$ cat config.mk
export PLATFORM = sky130hd
export DESIGN_NAME = scsi_sel_responder
export DESIGN_NICKNAME = d
export VERILOG_FILES = /design/src/rtl/scsi_sel_pkg.sv /design/src/rtl/scsi_bus_sync.sv /design/src/rtl/scsi_sel_qualifier.sv /design/src/rtl/scsi_sel_handshake.sv /design/src/rtl/scsi_sel_responder.sv
export SDC_FILE = /design/constraint.sdc
export NUM_CORES = 1
export LEC_CHECK = 0
export ABC_CLOCK_PERIOD_IN_PS = 12750
export BUFFER_PORTS_ARGS = -buffer_cell sky130_fd_sc_hd__buf_2
export CORE_ASPECT_RATIO = 0.6
export CORE_MARGIN = 3
export CORE_UTILIZATION = 50
export CTS_CLUSTER_SIZE = 40
export DETAILED_ROUTE_END_ITERATION = 8
export PLACE_DENSITY = 0.8
export SLEW_MARGIN = 20
export SYNTH_ARGS = -nofsm -noshare
export SYNTH_HDL_FRONTEND = slang
export SYNTH_SLANG_ARGS = --single-unit
$ cat constraint.sdc
create_clock -name clk -period 12.75 [get_ports clk]
set_clock_uncertainty 0.1 [all_clocks]
set_input_delay 2.55 -clock clk [delete_from_list [all_inputs] [get_ports clk]]
set_output_delay 2.55 -clock clk [all_outputs]
set_load 0.02 [all_outputs]
$ cat src/rtl/scsi_sel_pkg.sv
// Shared types and constants for the selection/reselection responder.
package scsi_sel_pkg;

    // Kind of bus event seen on one synchronized sample.
    typedef enum logic [1:0] {
        QK_NONE  = 2'd0,
        QK_SEL   = 2'd1,
        QK_RESEL = 2'd2
    } qual_kind_t;

    // Handshake sequencer states.
    typedef enum logic [2:0] {
        ST_IDLE       = 3'd0,
        ST_SEL_HOLD   = 3'd1,
        ST_RESEL_HOLD = 3'd2,
        ST_TARGET     = 3'd3,
        ST_INITIATOR  = 3'd4
    } hs_state_t;

    // Reset value of bits 2:0 of the source ID register.
    localparam logic [2:0] SRC_ID_RST_LOW = 3'b111;

endpackage

$ cat src/rtl/scsi_bus_sync.sv
// Multi-stage synchronizer for a vector of asynchronous bus lines.
// Assumes each bit is independently sampled; skew between bits is
// covered downstream by the consecutive-sample qualification filter.
module scsi_bus_sync #(
    parameter int WIDTH  = 8,
    parameter int STAGES = 2
) (
    input  logic             clk,
    input  logic             rst_n,
    input  logic [WIDTH-1:0] d_in,
    output logic [WIDTH-1:0] d_out
);

    logic [WIDTH-1:0] chain [STAGES];

    // Stage 0 samples the raw lines.
    always_ff @(posedge clk) begin
        if (!rst_n) chain[0] <= '0;
        else        chain[0] <= d_in;
    end

    // Remaining stages shift the sampled value along.
    for (genvar s = 1; s < STAGES; s++) begin : g_stage
        always_ff @(posedge clk) begin
            if (!rst_n) chain[s] <= '0;
            else        chain[s] <= chain[s-1];
        end
    end

    assign d_out = chain[STAGES-1];

endmodule

$ cat src/rtl/scsi_sel_qualifier.sv
// Decides, per synchronized sample, whether the bus shows a valid
// selection or reselection of this device, encodes the other device's
// ID, and requires the same kind on SAMPLES consecutive samples
// before reporting a hit. Assumes odd parity over the data byte.
module scsi_sel_qualifier
    import scsi_sel_pkg::*;
#(
    parameter int ID_W    = 3,
    parameter int SAMPLES = 2,
    localparam int DATA_W = 1 << ID_W,
    localparam int CNT_W  = $clog2(SAMPLES + 1)
) (
    input  logic              clk,
    input  logic              rst_n,
    input  logic              sel_s,
    input  logic              bsy_s,
    input  logic              sel_out,
    input  logic              io_s,
    input  logic [DATA_W-1:0] data_s,
    input  logic              par_s,
    input  logic [ID_W-1:0]   own_id,
    input  logic              sel_en,
    input  logic              resel_en,
    output logic              hit,
    output qual_kind_t        hit_kind,
    output logic [ID_W-1:0]   other_id,
    output logic              other_present
);

    logic [DATA_W-1:0] others;
    logic              own_set;
    logic              parity_ok;
    logic              bus_ok;
    int unsigned       n_others;
    qual_kind_t        kind;
    qual_kind_t        kind_q;
    logic [CNT_W-1:0]  run_cnt;

    // Mask the own bit out of the data byte, one bit per ID position.
    for (genvar b = 0; b < DATA_W; b++) begin : g_mask
        assign others[b] = data_s[b] & (own_id != ID_W'(b));
    end

    // Classify the current sample and encode the lowest other ID bit.
    always_comb begin
        own_set   = data_s[own_id];
        parity_ok = ^{data_s, par_s};
        bus_ok    = !sel_out && !bsy_s && sel_s && own_set && parity_ok;
        n_others  = $countones(others);
        other_id  = '0;
        for (int i = DATA_W - 1; i >= 0; i--) begin
            if (others[i]) other_id = ID_W'(i);
        end
        other_present = (n_others != 0);
        kind = QK_NONE;
        if (bus_ok && !io_s && sel_en && n_others <= 1)
            kind = QK_SEL;
        else if (bus_ok && io_s && resel_en && n_others == 1)
            kind = QK_RESEL;
    end

    // Count consecutive samples of the same non-idle kind.
    always_ff @(posedge clk) begin
        if (!rst_n) begin
            kind_q  <= QK_NONE;
            run_cnt <= '0;
        end else begin
            kind_q <= kind;
            if (kind == QK_NONE)
                run_cnt <= '0;
            else if (kind == kind_q && run_cnt < CNT_W'(SAMPLES))
                run_cnt <= run_cnt + 1'b1;
            else if (kind != kind_q)
                run_cnt <= CNT_W'(1);
        end
    end

    assign hit      = (kind != QK_NONE) && (kind == kind_q)
                      && (run_cnt >= CNT_W'(SAMPLES - 1));
    assign hit_kind = kind;

endmodule

$ cat src/rtl/scsi_sel_handshake.sv
// Sequencer for the BSY handshake after a qualified event. Loads the
// source ID register, drives BSY, waits for SEL release and raises the
// interrupt pulses. Assumes hit is only meaningful while idle; once a
// role is taken the sequencer stays there until reset.
module scsi_sel_handshake
    import scsi_sel_pkg::*;
#(
    parameter int ID_W  = 3,
    localparam int SRC_W = 8
) (
    input  logic             clk,
    input  logic             rst_n,
    input  logic             hit,
    input  qual_kind_t       hit_kind,
    input  logic [ID_W-1:0]  other_id,
    input  logic             other_present,
    input  logic             atn_s,
    input  logic             sel_s,
    output logic             bsy_out,
    output logic [SRC_W-1:0] src_id,
    output logic             irq_selected,
    output logic             irq_bus_service,
    output logic             irq_reselected
);

    hs_state_t state;
    logic      atn_seen;

    // State, BSY drive, captured ID and one-cycle interrupt pulses.
    always_ff @(posedge clk) begin
        if (!rst_n) begin
            state           <= ST_IDLE;
            bsy_out         <= 1'b0;
            src_id          <= {{(SRC_W-ID_W){1'b0}}, SRC_ID_RST_LOW};
            atn_seen        <= 1'b0;
            irq_selected    <= 1'b0;
            irq_bus_service <= 1'b0;
            irq_reselected  <= 1'b0;
        end else begin
            irq_selected    <= 1'b0;
            irq_bus_service <= 1'b0;
            irq_reselected  <= 1'b0;
            unique case (state)
                ST_IDLE: begin
                    if (hit && hit_kind != QK_NONE) begin
                        src_id <= '0;
                        src_id[SRC_W-1] <= other_present;
                        src_id[ID_W-1:0] <= other_present ? other_id : '0;
                        bsy_out  <= 1'b1;
                        atn_seen <= atn_s;
                        state    <= (hit_kind == QK_SEL) ? ST_SEL_HOLD
                                                         : ST_RESEL_HOLD;
                    end
                end
                ST_SEL_HOLD: begin
                    if (!sel_s) begin
                        irq_selected    <= 1'b1;
                        irq_bus_service <= atn_seen;
                        state           <= ST_TARGET;
                    end
                end
                ST_RESEL_HOLD: begin
                    if (!sel_s) begin
                        bsy_out        <= 1'b0;
                        irq_reselected <= 1'b1;
                        state          <= ST_INITIATOR;
                    end
                end
                ST_TARGET:    state <= ST_TARGET;
                ST_INITIATOR: state <= ST_INITIATOR;
                default:      state <= ST_IDLE;
            endcase
        end
    end

endmodule

$ cat src/rtl/scsi_sel_responder.sv
// Top level: synchronizes the bus lines, qualifies selection and
// reselection of this device, and runs the BSY handshake. Assumes the
// enable bits and own ID are quasi-static configuration.
module scsi_sel_responder
    import scsi_sel_pkg::*;
#(
    parameter int ID_W        = 3,
    parameter int SYNC_STAGES = 2,
    parameter int QUAL_SAMPLES = 2,
    localparam int DATA_W     = 1 << ID_W,
    localparam int BUS_W      = DATA_W + 5
) (
    input  logic              clk,
    input  logic              rst_n,
    input  logic              sel_in,
    input  logic              bsy_in,
    input  logic              sel_out,
    input  logic              io_in,
    input  logic              atn_in,
    input  logic [DATA_W-1:0] data_in,
    input  logic              parity_in,
    input  logic [ID_W-1:0]   own_id,
    input  logic              sel_en,
    input  logic              resel_en,
    output logic              bsy_out,
    output logic [7:0]        src_id,
    output logic              irq_selected,
    output logic              irq_bus_service,
    output logic              irq_reselected
);

    logic [BUS_W-1:0]  bus_raw;
    logic [BUS_W-1:0]  bus_s;
    logic              sel_s, bsy_s, io_s, atn_s, par_s;
    logic [DATA_W-1:0] data_s;
    logic              hit;
    qual_kind_t        hit_kind;
    logic [ID_W-1:0]   other_id;
    logic              other_present;

    assign bus_raw = {sel_in, bsy_in, io_in, atn_in, parity_in, data_in};
    assign {sel_s, bsy_s, io_s, atn_s, par_s, data_s} = bus_s;

    scsi_bus_sync #(.WIDTH(BUS_W), .STAGES(SYNC_STAGES)) u_sync (
        .clk   (clk),
        .rst_n (rst_n),
        .d_in  (bus_raw),
        .d_out (bus_s)
    );

    scsi_sel_qualifier #(.ID_W(ID_W), .SAMPLES(QUAL_SAMPLES)) u_qual (
        .clk           (clk),
        .rst_n         (rst_n),
        .sel_s         (sel_s),
        .bsy_s         (bsy_s),
        .sel_out       (sel_out),
        .io_s          (io_s),
        .data_s        (data_s),
        .par_s         (par_s),
        .own_id        (own_id),
        .sel_en        (sel_en),
        .resel_en      (resel_en),
        .hit           (hit),
        .hit_kind      (hit_kind),
        .other_id      (other_id),
        .other_present (other_present)
    );

    scsi_sel_handshake #(.ID_W(ID_W)) u_hs (
        .clk             (clk),
        .rst_n           (rst_n),
        .hit             (hit),
        .hit_kind        (hit_kind),
        .other_id        (other_id),
        .other_present   (other_present),
        .atn_s           (atn_s),
        .sel_s           (sel_s),
        .bsy_out         (bsy_out),
        .src_id          (src_id),
        .irq_selected    (irq_selected),
        .irq_bus_service (irq_bus_service),
        .irq_reselected  (irq_reselected)
    );

endmodule

* Word-level counts from Yosys, hierarchy flattened
Memories as Yosys holds them, arrays and structs flattened.
Cells that the tools add are included.
** Word-level totals
- Bits in registers :: 16
- Bits in writable memories :: 26
- Bits of input ports :: 21
- Output and inout bits :: 12
- Memories :: 1
** Memories
- u_sync.chain :: words 2, width 13, rd ports 2, clocked after memory_dff 0, wr ports 2, line scsi_bus_sync.sv:14 : logic [WIDTH-1:0] chain [STAGES];
** Operators by class
- $add $sub $neg :: 8
- Magnitude comparators :: 4
- Equality and inequality tests :: 18
- Multiplexer cells :: 28
- Bitwise operators :: 12
- Reductions and logical operators :: 32
** Operator list (count)
- $add 32x32->32 :: 3
- $mux 3 :: 12
- $eq 32x1->1 const B :: 1
- $le 32x1->1 const B :: 1
- $reduce_bool 32->1 :: 1
- $mux 13 :: 2
- $pmux 3 s5 :: 1
- $logic_and 1x1->1 :: 14
- $ne 3x3->1 const B :: 4
- $mux 2 :: 5
- $reduce_xor 9->1 :: 1
- $add 1x1->2 :: 4
- $and 1x1->1 :: 8
- $eq 3x2->1 const B :: 2
- $mux 1 :: 6
- $ne 3x2->1 const B :: 2
- $reduce_and 2->1 :: 3
- $reduce_and 3->1 :: 2
- $reduce_bool 2->1 :: 3
- $lt 3x4->1 const B :: 1
- $ne 2x2->1 const B :: 2
- $bmux 1 s3 :: 1
- $eq 3x1->1 const B :: 1
- $eq 3x3->1 const B :: 1
- other kinds (17) :: 21

* Depth between registers and ports, before layout
An unclocked memory read counts as a cell.
- Word-level depth :: 17
- Depth in mapped cells :: 17

* Hierarchy
A second synthesis with hierarchy kept.
** Unflattened totals
- Cells, all modules :: 197
- Area total of the unflattened synthesis :: 1980.6 um^2
** Modules (own cells, without submodules)
- scsi_bus_sync :: times used 1, cells each 54, area each 730.7 um^2, seq. area each 520.5 um^2
- scsi_sel_qualifier :: times used 1, cells each 87, area each 725.7 um^2, seq. area each 80.1 um^2
- scsi_sel_handshake :: times used 1, cells each 56, area each 524.3 um^2, seq. area each 240.2 um^2

* Worst setup path before layout
No wires, ideal clock.
- Kind :: input to register
- Start point :: input port own_id[1]
- End point :: register u_hs.state[1]
- Library setup time :: 103 ps
- Arrival :: 5948 ps
- Path slack :: 6599 ps
- Stages :: 16
- Buffers on the path :: 1
- Cell sequence :: buf_2 > or3b_2 > and2_1 > ha_1 > inv_1 > fa_1 > inv_1 > fa_1 > ha_1 > inv_1 > fa_1 > and3b_1 > o2111a_1 > o211ai_1 > nor3_1 > a2111oi_2
** On the way
- Cells in the longest elaborated chain, start to end :: 15
- Elaborated cells on any way between the ends :: 48
** RTL lines
- start: declaration :: line scsi_sel_responder.sv:22 : input logic [ID_W-1:0] own_id,
- parallel branches: the longest is 8 deep, another holds $add 32x32->32
- $mux 2 (*) :: line scsi_sel_qualifier.sv:56 : if (bus_ok && !io_s && sel_en && n_others <= 1)
- $eq 2x2->1 or $reduce_bool 2->1 (tied branches) :: line scsi_sel_qualifier.sv:78, scsi_sel_handshake.sv:45
- $logic_and 1x1->1 :: line scsi_sel_qualifier.sv:78 : assign hit = (kind != QK_NONE) && (kind == kind_q)
- $logic_and 1x1->1 :: line scsi_sel_qualifier.sv:79 : && (run_cnt >= CNT_W'(SAMPLES - 1));
- $logic_and 1x1->1 :: line scsi_sel_handshake.sv:45 : if (hit && hit_kind != QK_NONE) begin
- $ne 2x1->1 (no source line)
- $reduce_and 3->1 (no source line)
- end signal: assignment :: line scsi_sel_handshake.sv:51 : state <= (hit_kind == QK_SEL) ? ST_SEL_HOLD
- end: declaration :: line scsi_sel_handshake.sv:26 : hs_state_t state;
Every way passes the cells marked *. The select of a mux whose other input is x is not followed.
A chain may end at the register's enable or synchronous reset.

* Worst setup path in the final report
Ends and elaborated chain as after synthesis.

==> qor.csv <==
stage,metric,value,unit
die,I/O pin cnt,33,
logic_synthesis,Mapped Cells,211,
placement,placement-stage cell area,2190,sq um
worst_setup_path,kind of critical path,primary input to flip-flop,
sta,max-slew violation count,0,
drt,Vias,1479,
drt,ANT nets after route,0,
placement,placer congestion estimate,0.853,
sta,Tmin final,6.13,ns
die,Rows,17,
drt,total wire length,3640,um
power,maximum VDD drop,0.0725,mV
die,die area,4910,sq um
layout,Final #Nets,272,
logic_synthesis,synth unique cells,51,
clock_network,CTS tree,built,
clock_network,post-CTS resize count,0,
global_routing,GRT Util Overall,15.6,%
clock_network,CTS Buf Count,5,
sta,RSZ-0062 raised after global routing,no,
worst_setup_path,Max stage delay on crit path,0.47,ns
drt,DRT Pass-1 Iters,4,
layout,# diodes,0,
layout,Finished Cell Area,2280,sq um
die,die height,55.5,um
power,leakage,1.00,nW
clock_network,CTS Hold Bufs,0,
worst_setup_path,cells along the critical path,buf_2 > or3b_2 > and2_1 > ha_1 > inv_1 > fa_1 > inv_1 > fa_1 > ha_1 > inv_1 > fa_1 > and3b_1 > o2111a_1 > o211a_1 > a311oi_1 > a2111oi_2,
worst_setup_path,Crit-path slowest cell,or3b_2,
layout,Area Growth Syn to Fin,11.6,%
clock_network,Root Buffer,clkbuf_8,
power,pwr/cell area,112,nW/um^2
clock_network,Post-CTS Setup Repair Bufs,0,
layout,number of fill cells,333,
clock_network,clock slew at reported path FFs,0.08,ns
flow_run,Max Cap Violations,0,
worst_setup_path,Worst setup EP type,flip-flop,
sta,Max-Slew Margin vs Limit,61.4,%
logic_synthesis,"EDFF count, synth",0,
global_routing,initial antenna violation count,0,
die,starting density of the core,53.9,%
clock_network,Max clock buf depth,2,
sta,Slew @ Worst Pin,0.574,ns
clock_network,H-tree depth,2,
sta,final period utilization,48.1,%
drt,post-DR vias/cell,5.15,
logic_synthesis,synthesized flop and latch total,42,
sta,Max Fclk,163,MHz
sta,Setup Viol. Count Final,0,
drt,DR DRC count,0,
global_routing,largest net degree at the start of global routing,34,
drt,routed length per placed instance,12.7,um
worst_setup_path,worst-path fanout max,14,
global_routing,global route overflow,0,
drt,Starting DRT DRC Count,76,
clock_network,CTS sink count,42,
placement,hpwl dp,2760,um
hold_path,worst min path class,flip-flop to flip-flop,
layout,final core occ,60.2,%
sta,setup_tns,0,ns
logic_synthesis,ys async rst share,0,%
logic_synthesis,Synth Area per Inst,9.68,sq um
global_routing,vias in the first global route,1330,
logic_synthesis,ys flop type,dfxtp_1,
clock_network,Skew-Pair Late Insertion Delay,0.29,ns
placement,Port Buffers,28,
die,die width,88.5,um
logic_synthesis,cell area after synthesis,2040,sq um
sta,Final Hold Violating Endpoints,0,
worst_setup_path,crit start category,primary input,
die,core area,3790,sq um
global_routing,first-pass GRT wire length,5920,um
worst_setup_path,WP data required,12.82,ns
worst_setup_path,CP arrival,6.20,ns
logic_synthesis,sequential fraction of the synthesis area,41.2,%
layout,layout cells sized above 1,19.2,%
status,status,"complete, no violations",
logic_synthesis,Ys Warns,0,
cells by family (layout without fill, tap and decap cells):
logic type               count (synthesis)  count (layout)  share of synthesized area [%]
flip-flops                              42              42                           41.2
AND/OR/NAND/NOR                         82              82                           23.5
XOR/XNOR                                 9               9                           5.33
adder cells (fa/ha/maj)                 12              12                           8.82
multiplexers                             6               6                           3.00
other                                    1               4                          0.184
AO/OA/AOI/OAI                           32              32                           11.8
buffers and inverters                   27              53                           6.19
cells in the mapped netlist (all sizes together), types with 4 or more instances:
library cell,instances,share of area [%]
dfxtp,42,41
and2,30,9.2
inv,17,3.1
nand2,9,1.7
nor2,9,1.7
ha,8,4.9
nand2b,8,2.5
a21oi,7,1.7
buf,7,2.5
nand3,6,1.7
mux2i,5,2.5
xnor2,5,2.9
fa,4,3.9
nor3,4,0.98
o211ai,4,1.5
final cells by class:
type,instances,area (sq um),share of cell area (%)
clock buffer,5,68.8,3.02
clock inverter,3,21.3,0.933
inverter,17,63.8,2.80
multi-input combinational,145,1090,47.6
sequential,42,841,36.9
tap,47,58.8,2.58
timing repair buffer,28,140,6.15
per-stage QoR:
| stage | total power [W] | worst slack, ns | cells | hold slack [ns] |
|---|---|---|---|---|
| floorplan | 0.000166 | 6.60 | 214 | 0.312 |
| global placement | 0.000173 | 6.43 | 279 | 0.315 |
| detailed placement | 0.000173 | 6.35 | 279 | 0.318 |
| CTS | 0.000257 | 6.63 | 287 | 0.338 |
| global route | 0.000267 | 6.38 | 287 | 0.348 |
| finish | 0.000255 | 6.62 | 287 | 0.338 |
final timing paths:
path,cells after the start,endpoint,slack [ns],startpoint
setup / recovery,16,u_hs.state[1],6.62,own_id[1]
hold / removal,1,u_sync.chain[1][4],0.34,u_sync.chain[0][4]
setup reg to reg,14,u_qual.run_cnt[0],8.95,u_sync.chain[1][6]
hold reg to reg,1,u_sync.chain[1][4],0.34,u_sync.chain[0][4]
power breakdown:
part | leakage (nW) | internal, W | switching, W | total (W)
registers | 0.344 | 0.000135 | 0.00000227 | 0.000137
clock network | 0.0441 | 0.0000384 | 0.0000460 | 0.0000844
logic | 0.613 | 0.0000149 | 0.0000189 | 0.0000338
state kept, by name, summed over array words and instances (netlist names), 2 cells and up:
register and count:
u_hs.src_id 4, u_sync.chain 26, u_qual.kind_q 2, u_hs.state 3
u_qual.run_cnt 2
routing by layer:
| layer | routed length (um) | share of wire, % | GRT usage [%] |
|---|---|---|---|
| met5 | 0 | 0 | 0 |
| met4 | 40 | 1.1 | 4.53 |
| met3 | 275 | 7.6 | 5.96 |
| met2 | 1430 | 39 | 21.3 |
| met1 | 1890 | 52 | 22.7 |
cells in the final DEF, fill, tap and decap left out, types with 2 or more instances in the layout:
master and instances:
a21oi_1 7, a311oi_1 2, a31oi_1 2, and2_1 30, buf_2 28, clkbuf_8 5, conb_1 4, dfxtp_1 42
fa_1 4, ha_1 8, inv_1 17, mux2i_1 5, nand2_1 9, nand2b_1 8, nand3_1 5, nand3b_1 2
nor2_1 9, nor2b_1 3, nor3_1 4, o211ai_1 4, o21ai_0 3, o22ai_1 2, o31ai_1 3, xnor2_1 3
xnor2_2 2, xor2_1 3
worst max-delay path, delay by kind of cell:
family | cells | cell delay, ns
buffers and inverters | 4 | 0.40
and+or+nand+nor | 3 | 0.85
AOI/OAI and AO/OA | 4 | 0.73
adders and majority gates | 5 | 1.66
(Power assumes the default switching activity.)
